## config.mk

```make
export PLATFORM = sky130hd
export DESIGN_NAME = hc_stream_router
export DESIGN_NICKNAME = d
export VERILOG_FILES = /design/src/rtl/hcr_pkg.sv /design/src/rtl/hcr_fifo.sv /design/src/rtl/hcr_steer.sv /design/src/rtl/hc_stream_router.sv
export SDC_FILE = /design/constraint.sdc
export NUM_CORES = 1
export LEC_CHECK = 0
export ABC_CLOCK_PERIOD_IN_PS = 6900
export BUFFER_PORTS_ARGS = -buffer_cell sky130_fd_sc_hd__buf_4
export CORE_MARGIN = 2
export CORE_UTILIZATION = 61
export CTS_CLUSTER_DIAMETER = 30
export CTS_CLUSTER_SIZE = 8
export DETAILED_ROUTE_END_ITERATION = 7
export PLACE_DENSITY = 0.79
export SLEW_MARGIN = 30
export SYNTH_ARGS = -nofsm -noshare
export SYNTH_HDL_FRONTEND = slang
export SYNTH_SLANG_ARGS = --single-unit
export TNS_END_PERCENT = 1
```

## constraint.sdc

```tcl
create_clock -name clk -period 6.9 [get_ports clk]
set_clock_uncertainty 0.05 [all_clocks]
set_input_delay 0 -clock clk [delete_from_list [all_inputs] [get_ports clk]]
set_output_delay 0 -clock clk [all_outputs]
set_load 0.02 [all_outputs]
```

## src/rtl/hcr_pkg.sv

```systemverilog
// Shared types for the hash/cipher stream router.
// Assumes: operation codes above the last defined value mean idle.
package hcr_pkg;

    typedef enum logic [2:0] {
        OP_IDLE   = 3'd0,
        OP_HASH   = 3'd1,
        OP_CIPH   = 3'd2,
        OP_HTHENC = 3'd3,
        OP_CTHENH = 3'd4
    } hcr_op_e;

    typedef struct packed {
        logic to_hash;
        logic to_ciph;
    } hcr_route_t;

    // Map a raw code onto a defined operation.
    function automatic hcr_op_e hcr_decode(input logic [2:0] code);
        case (code)
            3'd1:    return OP_HASH;
            3'd2:    return OP_CIPH;
            3'd3:    return OP_HTHENC;
            3'd4:    return OP_CTHENH;
            default: return OP_IDLE;
        endcase
    endfunction

    // Destination queues of a word, given the operation and whether it lies before the offset.
    function automatic hcr_route_t hcr_route(input hcr_op_e op, input logic lead);
        hcr_route_t r;
        r = '0;
        case (op)
            OP_HASH:   r = '{to_hash: 1'b1,  to_ciph: 1'b0};
            OP_CIPH:   r = '{to_hash: 1'b0,  to_ciph: 1'b1};
            OP_HTHENC: r = '{to_hash: 1'b1,  to_ciph: !lead};
            OP_CTHENH: r = '{to_hash: lead,  to_ciph: !lead};
            default:   r = '0;
        endcase
        return r;
    endfunction

endpackage

```

## src/rtl/hcr_fifo.sv

```systemverilog
// Synchronous show-ahead word queue.
// Assumes: DEPTH >= 2; a push when full or a pop when empty is ignored.
module hcr_fifo #(
    parameter int W     = 32,
    parameter int DEPTH = 16
) (
    input  logic         clk,
    input  logic         rst_n,
    input  logic         push,
    input  logic [W-1:0] wdata,
    input  logic         pop,
    output logic [W-1:0] rdata,
    output logic         full,
    output logic         empty
);
    localparam int AW = $clog2(DEPTH);
    localparam int CW = $clog2(DEPTH + 1);

    logic [W-1:0]  mem [DEPTH];
    logic [AW-1:0] wr_ptr, rd_ptr;
    logic [CW-1:0] count;
    logic          do_push, do_pop;

    assign do_push = push && !full;
    assign do_pop  = pop && !empty;
    assign full    = (count == CW'(DEPTH));
    assign empty   = (count == '0);
    assign rdata   = mem[rd_ptr];

    // Store a pushed word.
    always_ff @(posedge clk) begin
        if (do_push) mem[wr_ptr] <= wdata;
    end

    // Advance pointers and occupancy.
    always_ff @(posedge clk) begin
        if (!rst_n) begin
            wr_ptr <= '0;
            rd_ptr <= '0;
            count  <= '0;
        end else begin
            if (do_push) wr_ptr <= (wr_ptr == AW'(DEPTH - 1)) ? '0 : wr_ptr + 1'b1;
            if (do_pop)  rd_ptr <= (rd_ptr == AW'(DEPTH - 1)) ? '0 : rd_ptr + 1'b1;
            case ({do_push, do_pop})
                2'b10:   count <= count + 1'b1;
                2'b01:   count <= count - 1'b1;
                default: count <= count;
            endcase
        end
    end

endmodule

```

## src/rtl/hcr_steer.sv

```systemverilog
// Operation registers, per-packet word counter and routing decision.
// Assumes: accept is never high in a cycle with ctl_wr (the top enforces this).
module hcr_steer
    import hcr_pkg::*;
#(
    parameter int FW = 16
) (
    input  logic          clk,
    input  logic          rst_n,
    input  logic          ctl_wr,
    input  logic [2:0]    ctl_op,
    input  logic [FW-1:0] ctl_len,
    input  logic [FW-1:0] ctl_ofs,
    input  logic          accept,
    output logic          to_hash,
    output logic          to_ciph,
    output logic          fwd,
    output logic          pkt_open,
    output logic          busy,
    output logic          err,
    output logic          close_pls
);
    hcr_op_e       op_q;
    logic          unb_q;
    logic [FW-1:0] need_q, ofs_q, cnt_q;
    logic          active, done, lead, last_word;
    hcr_route_t    rt;

    assign active    = (op_q != OP_IDLE);
    assign done      = !unb_q && (cnt_q == need_q);
    assign pkt_open  = active && !done;
    assign busy      = active && !unb_q && !done;
    assign lead      = (cnt_q < ofs_q);
    assign rt        = hcr_route(op_q, lead);
    assign to_hash   = rt.to_hash;
    assign to_ciph   = rt.to_ciph;
    assign fwd       = (op_q == OP_CTHENH);
    assign last_word = !unb_q && (FW'(cnt_q + 1'b1) == need_q);

    // Load a new operation or count an accepted word.
    always_ff @(posedge clk) begin
        if (!rst_n) begin
            op_q   <= OP_IDLE;
            unb_q  <= 1'b0;
            need_q <= '0;
            ofs_q  <= '0;
            cnt_q  <= '0;
            err    <= 1'b0;
        end else if (ctl_wr) begin
            op_q   <= hcr_decode(ctl_op);
            unb_q  <= (ctl_len == '0);
            need_q <= FW'(((FW + 1)'(ctl_len) + (FW + 1)'(3)) >> 2);
            ofs_q  <= ctl_ofs;
            cnt_q  <= '0;
            err    <= busy;
        end else if (accept && (cnt_q != '1)) begin
            cnt_q  <= cnt_q + 1'b1;
        end
    end

    // Flag the end of a packet for the engines' padding.
    always_ff @(posedge clk) begin
        if (!rst_n) close_pls <= 1'b0;
        else        close_pls <= (ctl_wr && active && unb_q) || (accept && last_word);
    end

endmodule

```

## src/rtl/hc_stream_router.sv

```systemverilog
// Hash/cipher stream router: one host word port feeding a hash queue and a
// cipher queue, with cipher results queued for the host and optionally
// chained into the hash queue.
// Assumes: engines follow valid/ready; queue depths >= 2.
module hc_stream_router #(
    parameter int DW       = 32,
    parameter int FW       = 16,
    parameter int HQ_DEPTH = 16,
    parameter int CQ_DEPTH = 16,
    parameter int OQ_DEPTH = 8
) (
    input  logic          clk,
    input  logic          rst_n,
    input  logic          ctl_wr,
    input  logic [2:0]    ctl_op,
    input  logic [FW-1:0] ctl_len,
    input  logic [FW-1:0] ctl_ofs,
    input  logic          din_valid,
    input  logic [DW-1:0] din_data,
    output logic          din_ready,
    output logic          hash_valid,
    output logic [DW-1:0] hash_data,
    input  logic          hash_ready,
    output logic          ciph_valid,
    output logic [DW-1:0] ciph_data,
    input  logic          ciph_ready,
    input  logic          cres_valid,
    input  logic [DW-1:0] cres_data,
    output logic          cres_ready,
    output logic          dout_valid,
    output logic [DW-1:0] dout_data,
    input  logic          dout_ready,
    output logic          st_newop,
    output logic          st_space,
    output logic          st_avail,
    output logic          st_err,
    output logic          pkt_close
);
    logic          to_hash, to_ciph, fwd, pkt_open, busy;
    logic          hq_full, hq_empty, cq_full, cq_empty, oq_full, oq_empty;
    logic          fwd_push, room, accept, hq_push, cq_push, oq_push;
    logic [DW-1:0] hq_wdata;

    // Result path: output queue must have room, and the hash queue too when chaining.
    assign cres_ready = !oq_full && (!fwd || !hq_full);
    assign fwd_push   = fwd && cres_valid && cres_ready;
    assign oq_push    = cres_valid && cres_ready;

    // Input path: every needed queue must take the word, with chained results first.
    assign room      = (!to_hash || (!hq_full && !fwd_push)) && (!to_ciph || !cq_full);
    assign din_ready = pkt_open && !ctl_wr && room;
    assign accept    = din_valid && din_ready;

    assign hq_push  = (accept && to_hash) || fwd_push;
    assign hq_wdata = fwd_push ? cres_data : din_data;
    assign cq_push  = accept && to_ciph;

    assign hash_valid = !hq_empty;
    assign ciph_valid = !cq_empty;
    assign dout_valid = !oq_empty;
    assign st_newop   = !busy;
    assign st_space   = pkt_open && room;
    assign st_avail   = !oq_empty;

    hcr_steer #(.FW(FW)) u_steer (
        .clk      (clk),
        .rst_n    (rst_n),
        .ctl_wr   (ctl_wr),
        .ctl_op   (ctl_op),
        .ctl_len  (ctl_len),
        .ctl_ofs  (ctl_ofs),
        .accept   (accept),
        .to_hash  (to_hash),
        .to_ciph  (to_ciph),
        .fwd      (fwd),
        .pkt_open (pkt_open),
        .busy     (busy),
        .err      (st_err),
        .close_pls(pkt_close)
    );

    hcr_fifo #(.W(DW), .DEPTH(HQ_DEPTH)) u_hq (
        .clk(clk), .rst_n(rst_n), .push(hq_push), .wdata(hq_wdata),
        .pop(hash_ready), .rdata(hash_data), .full(hq_full), .empty(hq_empty)
    );

    hcr_fifo #(.W(DW), .DEPTH(CQ_DEPTH)) u_cq (
        .clk(clk), .rst_n(rst_n), .push(cq_push), .wdata(din_data),
        .pop(ciph_ready), .rdata(ciph_data), .full(cq_full), .empty(cq_empty)
    );

    hcr_fifo #(.W(DW), .DEPTH(OQ_DEPTH)) u_oq (
        .clk(clk), .rst_n(rst_n), .push(oq_push), .wdata(cres_data),
        .pop(dout_ready), .rdata(dout_data), .full(oq_full), .empty(oq_empty)
    );

endmodule

```

# Yosys cells after proc, flatten, opt, wreduce, memory -nomap -nowiden
# Memory sizes are Yosys's and may differ from the RTL's. A register that Yosys moved wholly into a read port is not among the register bits.
# Cells that the tools add are included.
[totals] wordCells=141 mem_count=3 register_bits=89 input_bits=107 output_inout_bits=106 rom_bits=0 mem_bits_rw=1280 latchBits=0
[mem_list] name="u_cq.mem" words=16 word_bits=32 read_ports=1 rd_clocked_by_memory_dff=1 wr=1 line="hcr_fifo.sv:19" text="logic [W-1:0] mem [DEPTH];"
[mem_list] name="u_hq.mem" words=16 word_bits=32 read_ports=1 rd_clocked_by_memory_dff=1 wr=1 line="hcr_fifo.sv:19"
[mem_list] name="u_oq.mem" words=8 word_bits=32 read_ports=1 rd_clocked_by_memory_dff=1 wr=1 line="hcr_fifo.sv:19"
[classes] n_eq_ne=26 n_addsub=14 mul=0 n_reduce_logical=56 muxes=24 n_lt_le_gt_ge=1 div=0 n_bitwise=1 shift=0
[op_table] operator="16-bit by 15-bit == test with 1-bit output" n=2
[op_table] operator="32-bit 2-to-1 mux" n=1
[op_table] operator="4-bit 2-to-1 mux" n=8
[op_table] operator="1-bit logical AND" n=27
[op_table] operator="4-bit by 1-bit adder with 4-bit output, second input constant" n=5
[op_table] operator="4-bit == test, second input constant" n=5
[op_table] operator="5-bit case mux with 2 select lines" n=2
[op_table] operator="16-bit by 2-bit adder with 17-bit output, second input constant" n=1
[op_table] operator="16-bit by 1-bit adder with 16-bit output, second input constant" n=1
[op_table] operator="16-bit zero test" n=1
[op_table] operator="16-bit < comparator" n=1
[op_table] operator="16-bit != test, second input constant" n=1
[op_table] operator="1-bit zero test" n=15
[op_table] operator="3-bit by 2-bit == test with 1-bit output, second input constant" n=4
[op_table] operator="3-bit == test, second input constant" n=4
[op_table] operator="3-bit 2-to-1 mux" n=4
[op_table] operator="3-bit case mux with 4 select lines" n=1
[op_table] operator="5-bit by 1-bit adder with 5-bit output, second input constant" n=2
[op_table] operator="5-bit == test, second input constant" n=2
[op_table] operator="5-bit zero test" n=2
[op_table] operator="5-bit by 1-bit subtractor with 5-bit output, second input constant" n=2
[op_table] operator="2-bit case mux with 4 select lines" n=1
[op_table] operator="4-bit case mux with 2 select lines" n=1
[op_table] operator="3-bit by 1-bit adder with 3-bit output, second input constant" n=2
[op_table] operator="11 further kinds" n=27

# Logic depth before layout (Yosys ltp)
# Gate-level depths: netlist of run 1.
[logic_depth] word_depth=16 depth_mapped=19 ltp_nobuf=17

# By module
# Synthesis of run 1 repeated with hierarchy kept, for this count alone.
[hier_totals] cells_unflattened=2571 hier_area_um2=55527.0
[modules_own_cells] mod="hcr_fifo at u_cq" area_per_inst_um2=20472.1 instances=1 cells_per_inst=824 seq_area_each_um2=15715.1
[modules_own_cells] mod="hcr_fifo at u_hq" area_per_inst_um2=20469.6 instances=1 cells_per_inst=824 seq_area_each_um2=15715.1
[modules_own_cells] mod="hcr_fifo at u_oq" area_per_inst_um2=10496.3 instances=1 cells_per_inst=450 seq_area_each_um2=7947.6
[modules_own_cells] mod="hcr_steer" area_per_inst_um2=3427.0 instances=1 cells_per_inst=418 seq_area_each_um2=1061.0
[modules_own_cells] mod="hc_stream_router" area_per_inst_um2=661.9 instances=1 cells_per_inst=55 seq_area_each_um2=0.0

# Worst setup path after synthesis of run 1
# No wires, ideal clock.
[synth_timing] kind="reg-to-reg" from="register u_steer.cnt_q[15]" to="memory u_cq.mem[4][0] (enable)" setup_slack_ns=1.102 stages_incl_launch_ff=10 required_time_ns=6.348 t_arrival_ns=5.247 path_buffers=1 setup_ns=0.502 period_less_slack_ns=5.798 cell_sequence="dfxtp_1 > ha_1 > nand4_2 > nor3_2 > or4b_4 > a41oi_2 > o21a_2 > nand3_4 > buf_2 > nor4_1"
[synth_between] elab_chain_len=12 elab_cells_between_ends=19 cone_classes="1 x order compare; 1 x eq/ne; 3 x mux; 14 x reduce/logical"
[synth_lines] element="start, declared" line="hcr_steer.sv:25" text="logic [FW-1:0] need_q, ofs_q, cnt_q;"
[synth_lines] element="start signal, assigned" line="hcr_steer.sv:57" text="cnt_q <= cnt_q + 1'b1;"
[synth_lines] element="16-bit < comparator" line="hcr_steer.sv:33" text="assign lead = (cnt_q < ofs_q);"
[synth_lines] element="1-bit zero test" line="hcr_pkg.sv:36, hcr_pkg.sv:37"
[synth_lines] element="2-bit case mux with 4 select lines" line="hcr_pkg.sv:33" text="case (op)"
[synth_lines] element="1-bit zero test" line="hc_stream_router.sv:50" text="assign room = (!to_hash || (!hq_full && !fwd_push)) && (!to_ciph || !cq_full);"
[synth_lines] element="1-bit logical OR" line="hc_stream_router.sv:50"
[synth_lines] element="1-bit logical AND" line="hc_stream_router.sv:50"
[synth_lines] element="1-bit logical AND" line="hc_stream_router.sv:51" text="assign din_ready = pkt_open && !ctl_wr && room;"
[synth_lines] element="1-bit logical AND" line="hc_stream_router.sv:52" text="assign accept = din_valid && din_ready;"
[synth_lines] element="1-bit logical AND (*)" line="hc_stream_router.sv:56" text="assign cq_push = accept && to_ciph;"
[synth_lines] element="1-bit logical AND (*)" line="hcr_fifo.sv:24" text="assign do_push = push && !full;"
[synth_lines] element="1-bit 2-to-1 mux (*)" line="hcr_fifo.sv:32" text="if (do_push) mem[wr_ptr] <= wdata;"
[synth_lines] element="1-bit 2-to-1 mux (implied by the code) (*)" line="hcr_fifo.sv:32"
[synth_lines] element="end, declared" line="hcr_fifo.sv:19"
# Mark *: on every way between the ends. The rest lies on a longest branch, timed or not.

# Worst setup path in the final report of run 1
[layout_timing] from="register u_steer.cnt_q[15]" to="register u_hq.count[4]"
[layout_between] elab_chain_len=13 elab_cells_between_ends=22 cone_classes="1 x order compare; 3 x eq/ne; 2 x mux; 16 x reduce/logical"
[layout_lines] element="16-bit < comparator" line="hcr_steer.sv:33"
[layout_lines] element="1-bit zero test" line="hcr_pkg.sv:36, hcr_pkg.sv:37"
[layout_lines] element="2-bit case mux with 4 select lines" line="hcr_pkg.sv:33"
[layout_lines] element="1-bit zero test" line="hc_stream_router.sv:50"
[layout_lines] element="1-bit logical OR" line="hc_stream_router.sv:50"
[layout_lines] element="1-bit logical AND" line="hc_stream_router.sv:50"
[layout_lines] element="1-bit logical AND" line="hc_stream_router.sv:51"
[layout_lines] element="1-bit logical AND" line="hc_stream_router.sv:52"
[layout_lines] element="1-bit logical AND (*)" line="hc_stream_router.sv:54" text="assign hq_push = (accept && to_hash) || fwd_push;"
[layout_lines] element="1-bit logical OR (*)" line="hc_stream_router.sv:54"
[layout_lines] element="1-bit logical AND (*)" line="hcr_fifo.sv:24"
[layout_lines] element="2-bit by 1-bit == test with 1-bit output or 2-bit == test (tied branches)" line="hcr_fifo.sv:44" text="case ({do_push, do_pop})"
[layout_lines] element="5-bit case mux with 2 select lines or 2-bit nonzero test (tied branches)"
[layout_lines] element="end signal, assigned" line="hcr_fifo.sv:45" text="2'b10: count <= count + 1'b1;"
[layout_lines] element="end signal, assigned" line="hcr_fifo.sv:46" text="2'b01: count <= count - 1'b1;"
[layout_lines] element="end signal, assigned" line="hcr_fifo.sv:47" text="default: count <= count;"
[layout_lines] element="end, declared" line="hcr_fifo.sv:21" text="logic [CW-1:0] count;"
# Marked as above.
# A chain may end at the register's enable or synchronous reset.

==> results of run 1 <==
## cell type report
type                       instances  area share
clock inverter                   102      0.0172
inverter                          43     0.00241
clock buffer                     292      0.0921
tap                             1165      0.0217
antenna                            7    0.000261
multi-input combinational       1056       0.197
sequential                      1380       0.603
timing repair buffer             479      0.0658
## where the power goes
part           switching (mW)  leakage, nW  internal [mW]  total [mW]
clock                    3.91         3.57           6.98        10.9
sequential             0.0985         12.3           9.26        9.36
combinational           0.795         6.03          0.689        1.48
## how the worst max path moves through the flow
stage | start | slack (ns) | end | cells after the start
5_1_grt | u_hq.count[1] | 1.71 | u_hq.count[4] | 15
2_1_floorplan | u_steer.cnt_q[15] | 1.10 | u_cq.mem[4][0] | 9
4_1_cts | u_steer.cnt_q[15] | 1.78 | u_hq.count[4] | 16
3_3_place_gp | u_steer.cnt_q[15] | 2.16 | u_hq.count[4] | 16
3_5_place_dp | u_steer.cnt_q[13] | 1.97 | u_hq.count[4] | 16
6_report | u_steer.cnt_q[15] | 2.04 | u_hq.count[4] | 16
## logic make-up after synthesis
family                     after synthesis
muxes                                  440
and+or+nand+nor                        383
adders and majority gates               43
xor gates and xnor gates                52
AOI/OAI and AO/OA                      138
buffers and inverters                  175
DFF                                   1380
## stage by stage
step                power, mW  area (µm²)  setup WS (ns)  instances  hold slack, ns
CTS                      21.8       67000           1.78       4516         0.00395
detailed placement       10.8       57600           1.97       3914           0.197
floorplan                10.3       54100           1.10       2611          0.0489
global placement         10.8       57200           2.16       3900           0.186
finish                   21.7       67100           2.04       4524          0.0381
global route             22.2       67100           1.71       4520          0.0300
## cells in the mapped netlist (4+ instances only)
| master | number |
|---|---|
| edfxtp_1 | 1280 |
| mux4_2 | 384 |
| nand2_1 | 149 |
| dfxtp_1 | 100 |
| clkbuf_1 | 92 |
| nor2_1 | 90 |
| a21oi_1 | 58 |
| ha_1 | 41 |
| inv_1 | 41 |
| o21ai_0 | 33 |
| mux2_2 | 32 |
| xor2_1 | 30 |
| buf_1 | 29 |
| nand3_1 | 27 |
| mux2i_1 | 24 |
| nor3_1 | 23 |
| or3_1 | 22 |
| xnor2_1 | 22 |
| nor4_1 | 13 |
| nand2b_1 | 10 |
| a211oi_1 | 8 |
| and3_1 | 7 |
| nand4_1 | 7 |
| a21o_1 | 6 |
| buf_2 | 6 |
| and2_1 | 5 |
| nor2b_1 | 5 |
| o21a_1 | 5 |
| a31oi_1 | 4 |
| nor3_2 | 4 |
## metal layers
layer | vias up | part of all wire | GRT usage
li1 | 11900 | - | -
met1 | 15500 | 0.34 | 0.409
met2 | 2105 | 0.51 | 0.544
met3 | 456 | 0.098 | 0.0837
met4 | 12 | 0.047 | 0.150
met5 | - | 0.00050 | 0
## sequential cells by signal, summed over array words and instances (netlist names), 3 cells and up, named ones only
| signal | flops |
|---|---|
| u_steer.cnt_q | 16 |
| u_oq.wr_ptr | 3 |
| u_cq.rd_ptr | 4 |
| u_oq.rd_ptr | 3 |
| u_hq.count | 5 |
| u_hq.wr_ptr | 4 |
| u_steer.ofs_q | 16 |
| u_oq.count | 4 |
| u_hq.rd_ptr | 4 |
| u_cq.count | 5 |
| u_steer.need_q | 15 |
| u_steer.op_q | 3 |
| u_cq.mem | 512 |
| u_cq.wr_ptr | 4 |
| u_oq.mem | 256 |
| u_hq.mem | 512 |
==> impl_metrics.csv, run 1 <==
group,metric,value,unit
sta,rsz0062_at_grt,"false",
clocking,clkLatencyLatePin,0.82,ns
min_path,hp-start,"din_data[17]",
critical_path,critPathMaxStageDelay,0.61,ns
floorplan,die_area,91100,µm²
critical_path,path_cells,"ha_1 > nand4_2 > nor3_2 > or4b_4 > a41oi_2 > o21bai_2 > a41oi_2 > ha_1 > xor2_1 > ha_1 > o21ai_0 > a21oi_1 > a21oi_1 > xor2_1 > or3_1 > a21oi_1",
global_route,grt.overflow.total,0,
floorplan,die_h,302,µm
yosys,yosysSeqAreaShare,0.747,
yosys,synth-edff-count,1280,
floorplan,start_util,0.614,
routing,wire_per_inst,32.2,µm
power_and_ir_drop,cellPowerDensity,324,nW/µm²
min_path,holdPathStages,2,
yosys,synth_fp_nets,2761,
yosys,synth_top_cell_by_area,"edfxtp_1",
routing,drc,0,
yosys,ys_ff_latch,1380,
critical_path,critPathSlowestCell,"a41oi_2",
routing,routed_wl,146000,µm
global_route,grt_max_degree,111,
critical_path,ff2ff_path_depth,16,
global_route,first_global_vias,31700,
critical_path,crit_family,"compound AO/OA/AOI/OAI gates",
sta,slew_headroom,0.350,
clocking,cts.sinks,1380,
cells_and_area,regArea,40500,µm²
yosys,synth_fa_ha_area_frac,0.0102,
critical_path,worstPathRequired,7.56,ns
critical_path,cp-start-kind,"register",
cells_and_area,final_nets,3344,
placed_design,gp_congestion,0.837,
clocking,cts_resized,0,
run_status,status,"finished, final reports clean",
yosys,synthSimpleGateAreaFrac,0.0342,
critical_path,r2r_slack,2.04,ns
critical_path,r2r-end,"u_hq.count[4]",
critical_path,critPathArrivalTime,5.52,ns
clocking,cts-root-buf,"clkbuf_16",
sta,timing.final.crit_share,0.705,
critical_path,worstSetupEndpointType,"register",
yosys,synth.top_cell.area_share,0.710,
cells_and_area,drive_gt1_frac,0.320,
floorplan,pin_count,213,
cells_and_area,num-fill-cells,4446,
global_route,grt.total_usage,0.327,
floorplan,core,88100,µm²
floorplan,die_w,302,µm
clocking,cts_tree,"yes",
power_and_ir_drop,leakagePower,21.9,nW
yosys,synth_top_family_by_area,"multiplexers",
cells_and_area,utilization,0.762,
routing,ant_nets,0,
cells_and_area,final_common_cell,"edfxtp_1",
routing,first_pass_iters,5,
routing,vias,30100,
critical_path,critPathMaxFanout,12,
sta,hold_violations,0,
sta,fin_crit,4.86,ns
yosys,ys_top_cells_by_area,"edfxtp_1 71%, mux4_2 16%, dfxtp_1 3.7%, nand2_1 1.0%, ha_1 0.95%",
critical_path,r2r-start,"u_steer.cnt_q[15]",
yosys,synthDistinctLibCells,67,
yosys,muxShareOfSynthArea,0.171,
yosys,yosysWarnings,0,
min_path,hp-class,"in2reg",
cells_and_area,multi_input_area,13200,µm²
min_path,hold_end,"u_cq.mem[6][17]",
yosys,synthCells,2611,
cells_and_area,area_growth,24.0,%
critical_path,worstPathBufferInverterCount,0,
sta,finalSetupViolCount,0,
cells_and_area,layout_common_cells,"1280 x edfxtp_1, 384 x mux4_2, 253 x buf_4",
clocking,postCtsSetupRepairBufs,0,
clocking,hold_buffers,208,
sta,fin_setup_tns,0,ns
sta,max_clock_freq,206,MHz
placed_design,hpwl,73300,µm
global_route,antenna_found_initial,11,
critical_path,crit_type,"reg2reg",
global_route,grt_pass1_wl,212000,µm
yosys,synth-xor-area-share,0.00842,
sta,worst_slew_pin_slew,0.975,ns
yosys,synth-compound-area-share,0.0160,
clocking,htree_num_levels,4,
placed_design,port_buffers,212,
run,maxCapViolations,0,
sta,slew_violations,0,
yosys,synth_area,54100,µm²
yosys,async_flop_share,0,
clocking,clk_transition_reported_paths,0.05,ns
yosys,avgSynthCellArea,20.7,µm²
routing,vias_per_cell,6.64,
yosys,yosys_most_used_dff,"edfxtp_1",
clocking,cts_buffers,234,
clocking,clockBufferDepth,3,
power_and_ir_drop,peakVddDrop,286,µV
floorplan,rows,109,
routing,drtIter0Drc,3556,
Note: power is estimated with default switching activity, not from simulation.
==> run 2: changes to the inputs <==
Settings changed: ABC_CLOCK_PERIOD_IN_PS 6900 to 4800.
Clock period 6.9 ns to 4.8 ns, I/O delays scaled along.
==> impl_metrics.csv, run 2 (same netlist as run 1, synthesis figures left out) <==
group,metric,value,unit
run_status,status,"finished, final reports clean",
critical_path,path_cells,"ha_1 > nand4_2 > nor3_2 > or4b_4 > a41oi_2 > o21bai_2 > a41oi_1 > ha_1 > xor2_1 > ha_1 > o21ai_0 > a21oi_1 > a21oi_1 > xor2_1 > or3_1 > a21oi_1",
routing,vias_per_cell,6.62,
floorplan,pin_count,213,
clocking,cts-root-buf,"clkbuf_16",
run,maxCapViolations,0,
placed_design,hpwl,74200,µm
critical_path,worstPathRequired,5.44,ns
routing,drc,0,
placed_design,placed_area,57600,µm²
placed_design,gp_congestion,0.860,
clocking,cts_buffers,226,
sta,max_clock_freq,230,MHz
global_route,grt_max_degree,63,
cells_and_area,utilization,0.760,
power_and_ir_drop,netSwitchingFraction,0.223,
clocking,clk_transition_reported_paths,0.05,ns
sta,slew_violations,0,
min_path,hp-class,"in2reg",
routing,ant_nets,0,
routing,first_pass_iters,6,
global_route,first_global_vias,31000,
routing,routed_wl,144000,µm
critical_path,critPathMaxFanout,9,
power_and_ir_drop,pwr-share-clk,0.493,
routing,drtIter0Drc,3891,
floorplan,die_area,91100,µm²
placed_design,port_buffers,212,
routing,dr.max_layer_used,"met5",
cells_and_area,regArea,40500,µm²
cells_and_area,drive_gt1_frac,0.315,
global_route,grt_pass1_wl,211000,µm
sta,hold_violations,0,
clocking,cts_resized,0,
global_route,grt.total_usage,0.324,
cells_and_area,area_growth,23.8,%
sta,rsz0062_at_grt,"false",
sta,timing.final.crit_share,0.907,
routing,wl_met1,50900,µm
sta,holdWs,0.0360,ns
floorplan,die_h,302,µm
global_route,antenna_found_initial,7,
floorplan,core,88100,µm²
routing,met3WireLength,14100,µm
critical_path,critPathMaxStageDelay,0.52,ns
power_and_ir_drop,seq_power_share,0.437,
critical_path,critPathArrivalTime,5.00,ns
cells_and_area,final_area,67000,µm²
critical_path,cp-start-kind,"register",
power_and_ir_drop,p_int,23.9,mW
floorplan,die_w,302,µm
sta,worst_slew_pin_slew,1.03,ns
global_route,grt.overflow.total,0,
power_and_ir_drop,leakagePower,21.9,nW
clocking,clockBufferDepth,3,
clocking,cts_tree,"yes",
routing,wire_per_inst,31.8,µm
power_and_ir_drop,peakVddDrop,406,µV
cells_and_area,reg_top3,"u_cq.mem: 512 flops, u_hq.mem: 512 flops, u_oq.mem: 256 flops",
power_and_ir_drop,power,30.8,mW
cells_and_area,final_common_cell,"edfxtp_1",
cells_and_area,multi_input_area,13200,µm²
sta,finalSetupViolCount,0,
critical_path,worstSetupEndpointType,"register",
sta,slew_headroom,0.314,
critical_path,crit_type,"reg2reg",
clocking,postCtsSetupRepairBufs,0,
clocking,clkLatencyLatePin,0.82,ns
floorplan,start_util,0.614,
floorplan,rows,109,
routing,vias,30000,
power_and_ir_drop,cellPowerDensity,460,nW/µm²
clocking,hold_buffers,226,
critical_path,critPathSlowestCell,"or4b_4",
clocking,htree_num_levels,4,
routing,wl_met2,73500,µm
cells_and_area,final_nets,3360,
cells_and_area,layout_common_cells,"1280 x edfxtp_1, 384 x mux4_2, 261 x buf_4",
power_and_ir_drop,combPwrFrac,0.070,
power_and_ir_drop,netSwitchingPower,6.88,mW
cells_and_area,num-fill-cells,4523,
clocking,cts.sinks,1380,
sta,fin_crit,4.35,ns
-- run 2: cell count changes in the layout (fill, tap and decap cells not counted), sizes merged --
| cell | previous run | this run |
|---|---|---|
| buf | 271 | 277 |
| bufinv | 20 | 16 |
| clkbuf | 292 | 295 |
| clkinv | 74 | 64 |
| clkinvlp | 6 | 7 |
| diode | 7 | 2 |
| dlygate4sd3 | 208 | 226 |
| inv | 45 | 44 |
-- run 2: path summary, 6_finish.rpt --
kind              depth (start not counted)  slack, ns         endpoint               from
hold reg to reg                           2       0.45    u_cq.count[4]      u_cq.count[4]
setup reg to reg                         16       0.45    u_hq.count[4]  u_steer.cnt_q[15]
hold / removal                            2       0.04  u_cq.mem[4][22]       din_data[22]
setup / recovery                         16       0.45    u_hq.count[4]  u_steer.cnt_q[15]
-- run 2: area by class of cell --
cell class                      count  share of cell area
Antenna cell                        2           0.0000747
Clock buffer                      295              0.0901
Clock inverter                     88              0.0164
Inverter                           43             0.00245
Multi-Input combinational cell   1056               0.197
Sequential cell                  1380               0.604
Tap cell                         1165              0.0218
Timing Repair Buffer              503              0.0679
-- run 2: power groups by stage --
stage / sequential (mW) / clock (mW) / combinational (mW)
floorplan: 13.6 / 0 / 1.26
global placement: 13.7 / 0 / 1.89
detailed placement: 13.7 / 0 / 1.94
CTS: 13.5 / 15.3 / 2.16
global route: 13.5 / 15.8 / 2.29
finish: 13.5 / 15.2 / 2.17
-- run 2: metal layers --
layer / vias up / GRT usage
met5: - / 0
met4: 8 / 0.131
met3: 381 / 0.0724
met2: 2146 / 0.538
met1: 15500 / 0.423
li1: 12000 / -
-- run 2: critical path: cells and delay by family, from the launching register on --
| family | cells | cell delay, ns |
|---|---|---|
| AO/OA/AOI/OAI | 7 | 1.26 |
| AND/OR/NAND/NOR | 4 | 1.19 |
| adder cells (fa/ha/maj) | 3 | 1.01 |
| XOR/XNOR | 2 | 0.38 |
| flip-flops | 1 | 0.37 |
-- run 2: through the flow --
stage               worst slack, ns  instances  TNS [ns]
floorplan                    -0.998       2611   -175.20
global placement              0.699       3920         0
detailed placement            0.521       3921         0
CTS                           0.478       4530         0
global route                 0.0968       4532         0
finish                        0.448       4532         0
